## src/rtl/spi_bus_bridge.sv

```systemverilog
module spi_bus_bridge #(
  parameter int ADDR_W = 4,
  parameter int DATA_W = 12
) (
  input  logic              clk,
  input  logic              rst_n,
  input  logic              spi_cs_n,
  input  logic              spi_sck,
  input  logic              spi_mosi,
  output logic              spi_miso,
  output logic [ADDR_W-1:0] bus_addr,
  input  logic [DATA_W-1:0] bus_rdata,
  output logic [DATA_W-1:0] bus_wdata,
  output logic              bus_wdata_oe,
  output logic              bus_we_n
);
  localparam int FRAME = ADDR_W + DATA_W;
  localparam int CNT_W = $clog2(FRAME + 1);

  typedef enum logic [2:0] {S_IDLE, S_ADDR, S_LOAD, S_DATA, S_WE_LO, S_WE_HI, S_WAIT} state_t;

  state_t             state;
  logic [2:0]         cs_p, sck_p;
  logic [1:0]         mosi_p;
  logic [CNT_W-1:0]   bit_cnt;
  logic [FRAME-1:0]   rx_sr;
  logic [DATA_W-1:0]  tx_sr;
  logic [ADDR_W-1:0]  addr_q;

  always_ff @(posedge clk or negedge rst_n) begin
    if (!rst_n) begin
      cs_p   <= '1;
      sck_p  <= '0;
      mosi_p <= '0;
    end else begin
      cs_p   <= {cs_p[1:0], spi_cs_n};
      sck_p  <= {sck_p[1:0], spi_sck};
      mosi_p <= {mosi_p[0], spi_mosi};
    end
  end

  wire cs_high  = cs_p[1];
  wire cs_fall  = cs_p[2:1] == 2'b10;
  wire sck_rise = sck_p[2:1] == 2'b01;
  wire sck_fall = sck_p[2:1] == 2'b10;
  wire mosi_bit = mosi_p[1];

  always_ff @(posedge clk or negedge rst_n) begin
    if (!rst_n) begin
      state   <= S_IDLE;
      bit_cnt <= '0;
      rx_sr   <= '0;
      tx_sr   <= '0;
      addr_q  <= '0;
    end else begin
      case (state)
        S_IDLE:
          if (cs_fall) begin
            bit_cnt <= '0;
            state   <= S_ADDR;
          end
        S_ADDR:
          if (cs_high) state <= S_IDLE;
          else if (sck_rise) begin
            rx_sr   <= {rx_sr[FRAME-2:0], mosi_bit};
            bit_cnt <= bit_cnt + 1'b1;
            if (bit_cnt == CNT_W'(ADDR_W - 1)) begin
              addr_q <= {rx_sr[ADDR_W-2:0], mosi_bit};
              state  <= S_LOAD;
            end
          end
        S_LOAD:
          if (cs_high) state <= S_IDLE;
          else begin
            tx_sr <= bus_rdata;
            state <= S_DATA;
          end
        S_DATA:
          if (cs_high) state <= S_IDLE;
          else begin
            if (sck_rise) begin
              rx_sr   <= {rx_sr[FRAME-2:0], mosi_bit};
              bit_cnt <= bit_cnt + 1'b1;
              if (bit_cnt == CNT_W'(FRAME - 1)) state <= S_WE_LO;
            end
            if (sck_fall && bit_cnt > CNT_W'(ADDR_W))
              tx_sr <= {tx_sr[DATA_W-2:0], 1'b0};
          end
        S_WE_LO: state <= S_WE_HI;
        S_WE_HI: state <= S_WAIT;
        S_WAIT:  if (cs_high) state <= S_IDLE;
        default: state <= S_IDLE;
      endcase
    end
  end

  assign bus_addr     = addr_q;
  assign bus_wdata    = rx_sr[DATA_W-1:0];
  assign bus_wdata_oe = state == S_WE_LO;
  assign bus_we_n     = state != S_WE_LO;
  assign spi_miso     = (state == S_DATA) && tx_sr[DATA_W-1];

  assert_we_pulse_one_cycle_R5: assert property (@(posedge clk) disable iff (!rst_n)
    !bus_we_n |=> bus_we_n);
  assert_we_after_full_frame_R7: assert property (@(posedge clk) disable iff (!rst_n)
    $fell(bus_we_n) |-> bit_cnt == CNT_W'(FRAME));
  assert_addr_held_R3: assert property (@(posedge clk) disable iff (!rst_n)
    state == S_DATA |-> $stable(bus_addr));
  assert_miso_quiet_R9: assert property (@(posedge clk) disable iff (!rst_n)
    cs_high |=> !spi_miso);
  assert_count_bounded_R8: assert property (@(posedge clk) disable iff (!rst_n)
    bit_cnt <= CNT_W'(FRAME));
endmodule

```

## config.mk

```make
export PLATFORM = sky130hd
export DESIGN_NAME = spi_bus_bridge
export DESIGN_NICKNAME = d
export VERILOG_FILES = /design/src/rtl/spi_bus_bridge.sv
export SDC_FILE = /design/constraint.sdc
export NUM_CORES = 1
export LEC_CHECK = 0
export BUFFER_PORTS_ARGS = -buffer_cell sky130_fd_sc_hd__buf_2
export CAP_MARGIN = 20
export CORE_ASPECT_RATIO = 2
export CORE_UTILIZATION = 40
export CTS_CLUSTER_SIZE = 14
export DETAILED_ROUTE_END_ITERATION = 12
export PLACE_DENSITY_LB_ADDON = 0.05
export REMOVE_ABC_BUFFERS = 1
export SKIP_LAST_GASP = 1
export SYNTH_ARGS = -nofsm -noshare
export SYNTH_HDL_FRONTEND = slang
export SYNTH_SLANG_ARGS = --single-unit
```

## constraint.sdc

```tcl
create_clock -name clk -period 2.5 [get_ports clk]
set_clock_uncertainty 0.15 [all_clocks]
set_input_delay 0.25 -clock clk [delete_from_list [all_inputs] [get_ports clk]]
set_output_delay 0.25 -clock clk [all_outputs]
set_load 0.03 [all_outputs]
```

==> results.md, run 1 <==
- H-Tree Depth: 2
- Crit-path max FO: 24
- Switch Pwr: 0.0007198 W
- Max Root-Sink Buffers: 2
- Main synth FF type: dfrtp_1
- Area of the core: 4820 sq um
- FMAX: 513.5 MHz
- Routed via count: 1459
- Final net count: 254
- Grt ovf: 0
- Slew @ Worst Pin: 0.6161 ns
- MaxCap Viol Count: 0
- RSZ-0062 raised after global routing: no
- Post-layout total power: 0.002184 W
- Worst hold start: bus_rdata[0]
- FILL cells: 452
- Internal Power: 0.001465 W
- Startpoint Class: flip-flop
- Setup Fix Bufs, Post-CTS: 0
- Core Rows: 36
- WL/cell: 13.68 um
- Layout cells sized above 1: 28.94%
- Worst EP arrival: 2.00 ns
- PortBufs: 35
- Final setup fails: 0
- Area Overhead vs Synth: 19.65%
- Sink Count: 44
- Clock network power share: 26.7%
- Ant diodes: 0
- Critical Path RT: 2.56 ns
- Net Sw Frac: 32.95%
- Later-pin clock latency in the skew report: 0.29 ns
- Die width: 51.99 um
- TNS Setup: 0 ns
- Area of the multi-input gates: 813.3 sq um
- Async set-reset flop share out of synthesis: 100.0%
- Post-DRT Antenna Nets: 0
- Synth cell types: 34
- WP buf/inv: 2
- HPWL Detailed: 2.948 mm
- Worst setup startpoint: bit_cnt[0]
- Max Slew Vio Count: 0
- GP Congestion: 0.8616
- R2r startpoint: bit_cnt[0]
- CP max stage delay: 0.41 ns
- Detailed Routing Iterations Pass 1: 8
- Tcrit/Tclk final: 77.90%
- Reg area: 1105 sq um
- Num CTS Buffers: 5
- CP delay by family, top: simple AND/OR/NAND/NOR gates
- Status: finished, violations left
- Reg clk slew, reported paths: 0.08 ns
- Syn Area/Cell: 10.36 sq um
- Power per Cell Area: 913.1 nW/um^2
- Vias in the first global route: 1529
- Final wirelength: 3.995 mm
- WS Path Type: reg -> reg
- 1st-iter DRT viols: 26
- Starting Density: 41.48%
- Hold Fails Final Rpt: 0
- Worst Setup Slack, final: 0.5525 ns
- Min-Delay Path Class: in -> reg
- Pin count of the biggest net entering global routing: 45
- EDFF count, synth: 0
- Worst Setup End Kind: flip-flop
- Sequential share of the synthesized area: 55.26%
- Final min period: 1.948 ns
- First-pass GRT wire length: 6.920 mm
- Post-Synthesis Cells: 193
- Pre-CTS WS: 0.5246 ns
- Die Y: 102.0 um
- TritonCTS clock tree: built
- Relative slew margins: 58.83%
- Synthesized flop and latch total: 44
- Sequential share of power: 48.0%
- Synth warn: 0
- I/O pins: 36
- Drc violations: 1
- Gr usage total: 17.63%
- Die area: 5302 sq um
- Vias/cell: 4.997
- Failing checks: design-rule violations
- Mapped cell area: 1999 sq um
- Critical path cell sequence: inv_1 > ha_1 > or2b_2 > a221oi_4 > buf_4 > nand3_1 > o21ai_0
- Initial antenna violation count: 0
- Clock Tree Root: clkbuf_8
- Cell leakage power: 1.232 nW
- Logic pwr share: 25.3%
- Worst vdd ir: 0.0005618 V
- Slowest CP cell: dfrtp_1
[tightest hold or removal path, delay by kind of cell]
| family | cells | cell delay [ns] |
|---|---|---|
| buffers and inverters | 1 | 0.08 |
| AND/OR/NAND/NOR | 1 | 0.06 |
| AO/OA/AOI/OAI | 1 | 0.08 |
[final timing paths]
check                             end  cells after the start  slack, ns
setup / recovery             tx_sr[0]                      7       0.55
hold / removal               tx_sr[0]                      3       0.07
setup reg to reg             tx_sr[0]                      7       0.55
hold reg to reg               cs_p[1]                      0       0.21
max in group asynchronous  bit_cnt[1]                      3       1.52
min in group asynchronous   rx_sr[11]                      2       0.22
[through the flow]
step,hold WS (ns),instance area (sq um),std cells,util [%]
floorplan,-0.1956,1944,185,-
finish,0.07333,2392,292,49.64
global placement,0.1841,2206,279,45.77
CTS,0.07218,2372,291,49.22
global route,0.06791,2392,292,49.64
detailed placement,0.1934,2206,279,45.77
[power groups by stage]
stage                     logic, W  clock network [W]  registers (W)
after global placement    0.000536                  0        0.00105
after CTS                 0.000561           0.000608        0.00105
final                     0.000552           0.000584        0.00105
after global routing      0.000620           0.000640        0.00108
after floorplan           0.000329                  0        0.00110
after detailed placement  0.000554                  0        0.00107
[synth_stat cells, drive strengths merged, types with 2 or more instances]
library cell	instances	area share (%)
nand3	4	1.0
a21oi	14	5.0
o21ai	11	2.8
buf	5	2.2
or2b	2	0.88
nor3b	2	0.75
ha	3	1.9
nor2b	2	0.63
nand2	46	8.6
nor2	17	3.3
dfrtp	41	51
mux2i	12	6.0
inv	7	1.3
and3	2	0.63
clkbuf	3	0.56
mux2	4	2.3
and3b	2	0.88
dfstp	3	3.9
[sequential cells by signal (all words and copies together) (netlist names)]
| register | cells |
|---|---|
| rx_sr | 12 |
| tx_sr | 12 |
| bit_cnt | 5 |
| bus_addr | 4 |
| cs_p | 3 |
| sck_p | 3 |
| state | 3 |
| mosi_p | 2 |
[layout by cell type (no fill, tap or decap), types with 2 or more instances in the layout]
| master | netlist | layout |
|---|---|---|
| or2b_2 | 2 | 2 |
| and3b_1 | 2 | 2 |
| dfrtp_1 | 41 | 41 |
| ha_1 | 3 | 3 |
| nand3_1 | 4 | 4 |
| nor3b_1 | 2 | 2 |
| mux2i_1 | 12 | 12 |
| nor2b_1 | 2 | 2 |
| buf_2 | 2 | 35 |
| a21oi_2 | 8 | 8 |
| o21ai_0 | 11 | 11 |
| nand2_1 | 46 | 46 |
| clkbuf_8 | 0 | 7 |
| dfstp_2 | 3 | 3 |
| and3_1 | 2 | 2 |
| inv_1 | 7 | 7 |
| nor2_1 | 16 | 16 |
| mux2_2 | 4 | 4 |
| dlygate4sd3_1 | 0 | 4 |
| a21oi_1 | 6 | 6 |
| buf_4 | 0 | 2 |
[final cells by class]
cell class / instances / area share (%)
sequential: 44 / 46.18
multi-input combinational: 134 / 34.00
timing repair buffer: 42 / 10.46
clock buffer: 7 / 4.027
tap: 57 / 2.981
clock inverter: 1 / 1.255
inverter: 7 / 1.098
[cells by family after synthesis]
family / count (synthesis) / share of synthesized area [%]
AOI/OAI and AO/OA: 30 / 10.76
adders and majority gates: 3 / 1.878
buffers and inverters: 15 / 4.068
DFF: 44 / 55.26
muxes: 16 / 8.260
and+or+nand+nor: 85 / 19.78
[metal layers]
layer  GRT usage (%)  vias to the layer above  share of wire (%)
li1                -                      718                  -
met1           18.50                      699                 37
met2           32.15                       33                 57
met3           2.679                        9                2.7
met4           9.563                        0                2.7
met5               0                        -                  0
[repair_timing]
action | in CTS | in global routing
resized for setup | 0 | 0
endpoints found under the hold margin | 21 | 0
hold buffers | 4 | 0
Power figures use the tool's default switching activity.
==> inputs of run 2 (changes only) <==
- clock period: 2.5 -> 2 ns (I/O delays scaled with it)
==> results.md, run 2 (same netlist as run 1, synthesis figures left out) <==
- Die Y: 102.0 um (unchanged)
- Max Root-Sink Buffers: 2 (unchanged)
- Final min period: 1.834 ns (-0.1138 ns)
- Num CTS Buffers: 5 (unchanged)
- Detailed Routing Iterations Pass 1: 8 (unchanged)
- Die width: 51.99 um (unchanged)
- Status: finished, violations left
- Relative slew margins: 65.63% (+6.8 points)
- Final setup fails: 0 (unchanged)
- Initial antenna violation count: 0 (unchanged)
- Area of the core: 4820 sq um (unchanged)
- Ant diodes: 0 (unchanged)
- Worst R2R Path Depth: 7 (unchanged)
- Final wirelength: 4.072 mm (+1.9%)
- Startpoint Class: flip-flop
- HPWL Detailed: 2.952 mm (+0.14%)
- Most frequent cells in the layout: nand2_1, dfrtp_1, buf_2
- Post-layout total power: 0.002710 W (+24%)
- Setup Fix Bufs, Post-CTS: 0 (unchanged)
- Failing checks: design-rule violations
- Hold Path End: tx_sr[11]
- Min-Delay Path Class: in -> reg
- MaxCap Viol Count: 0 (unchanged)
- Clock Tree Root: clkbuf_8
- Placed Area: 2268 sq um (+2.8%)
- Later-pin clock latency in the skew report: 0.29 ns (about the same)
- Crit-path max FO: 5 (-79%)
- R2r startpoint: bit_cnt[0]
- Vias in the first global route: 1557 (+1.8%)
- Hold slack: 0.06086 ns (-0.01247 ns)
- Worst Setup End Kind: flip-flop
- Layout cells sized above 1: 30.00% (+1.1 points)
- FMAX: 545.3 MHz (+6.2%)
- Routed via count: 1509 (+3.4%)
- Final net count: 259 (+2.0%)
- 1st-iter DRT viols: 28 (+7.7%)
- Critical Path RT: 2.06 ns (-0.50 ns)
- Critical path cell sequence: ha_1 > and3_1 > ha_1 > and3b_1 > o21ai_0 > nand3b_1 > o21ai_0
- WL/cell: 13.71 um (+0.21%)
- R2R Path End: state[1]
- Area Overhead vs Synth: 21.65%
- Most common cell after layout, fill and taps aside: nand2_1
- RSZ-0062 raised after global routing: no
- Gr usage total: 17.68% (+0.050 points)
- First-pass GRT wire length: 6.975 mm (+0.79%)
- I/O pins: 36 (unchanged)
- Slew @ Worst Pin: 0.5102 ns (-0.1059 ns)
- GP Congestion: 0.8394 (-2.6%)
- Drc violations: 1 (unchanged)
- Post-DRT Antenna Nets: 0 (unchanged)
- PortBufs: 35 (unchanged)
- Final Cell Area: 2432 sq um (+1.7%)
- Sink Count: 44 (unchanged)
- Hold Fails Final Rpt: 0 (unchanged)
- Core Rows: 36 (unchanged)
- Tcrit/Tclk final: 91.69% (+14 points)
- WS Path Type: reg -> reg
- Starting Density: 41.48% (unchanged)
- Cell leakage power: 1.250 nW (+1.5%)
- Pin count of the biggest net entering global routing: 27 (-40%)
- Die area: 5302 sq um (unchanged)
- Cell count of the worst hold path: 3 (unchanged)
- TritonCTS clock tree: built
- Power per Cell Area: 1114 nW/um^2 (+22%)
- Largest registers: rx_sr: 12 flops, tx_sr: 12 flops, bit_cnt: 5 flops
- Max Slew Vio Count: 0 (unchanged)
- Worst vdd ir: 0.0007012 V (+25%)
- Slowest CP cell: dfrtp_1
- CP max stage delay: 0.43 ns (+0.02 ns)
- R2r setup slk: 0.17 ns (-0.39 ns)
- Reg clk slew, reported paths: 0.09 ns (about the same)
- Grt ovf: 0 (unchanged)
- Worst EP arrival: 1.89 ns (-0.11 ns)
- Worst hold start: bus_rdata[11]
- H-Tree Depth: 2 (unchanged)
- Vias/cell: 5.081 (+1.7%)
-- run 2: cell count changes in the layout (fill, tap and decap cells not counted) --
cell	change
buf_12	+1
buf_4	+3
clkbuf_1	+1
clkbuf_8	-2
clkinv_2	+1
dlygate4sd3_1	+1
nor4_1	-1
nor4_2	+1
-- run 2: timing repair --
action,in CTS,in global routing
hold buffers,5,0
hold endpoints to repair,19,0
endpoints found under the setup margin,0,4
resized for setup,0,1
-- run 2: routing by layer --
metal / part of all wire [%] / up-vias / global-route usage (%) / wire length [um]
met5: 0 / - / 0 / 0
met4: 2.1 / 0 / 8.316 / 85
met3: 3.2 / 8 / 3.125 / 131
met2: 55 / 37 / 31.36 / 2256
met1: 39 / 734 / 19.71 / 1600
li1: - / 730 / - / -
-- run 2: report_power, final --
group          switching [W]  internal [W]  total [W]
sequential          0.000184       0.00111    0.00129
combinational       0.000438      0.000310   0.000748
clock               0.000299      0.000371   0.000670
total               0.000921       0.00179    0.00271
-- run 2: how the worst max path moves through the flow --
stage	startpoint	end	slack [ns]	cells past startpoint
4_1_cts	state[1]	bus_addr[1]	0.10	4
5_1_grt	bit_cnt[0]	tx_sr[3]	0.002	7
6_report	bit_cnt[0]	state[1]	0.17	7
3_5_place_dp	state[1]	bus_addr[1]	0.10	4
3_3_place_gp	state[1]	bus_addr[1]	0.17	4
2_1_floorplan	bit_cnt[0]	tx_sr[0]	-0.08	6
-- run 2: area by class of cell --
cell class | instances | area, sq um
Fill cell | 440 | 2387
Sequential cell | 44 | 1105
Multi-Input combinational cell | 134 | 819.5
Timing Repair Buffer | 47 | 302.8
Clock buffer | 6 | 72.57
Tap cell | 57 | 71.32
Clock inverter | 2 | 35.03
Inverter | 7 | 26.28
-- run 2: worst max-delay path: cells and delay by family (launching register included) --
kind | cells | cell delay, ns
flip-flops | 1 | 0.43
AND/OR/NAND/NOR | 3 | 0.47
adder cells (fa/ha/maj) | 2 | 0.48
AO/OA/AOI/OAI | 2 | 0.23
-- run 2: stage by stage --
step                cells  util [%]  setup WS (ns)  setup TNS (ns)
finish                297     50.47         0.1663               0
global route          297     50.47       0.002240               0
CTS                   297     50.34         0.1042               0
detailed placement    284     47.07         0.1040               0
global placement      284     47.07         0.1720               0
floorplan             185         -       -0.08461         -0.8821
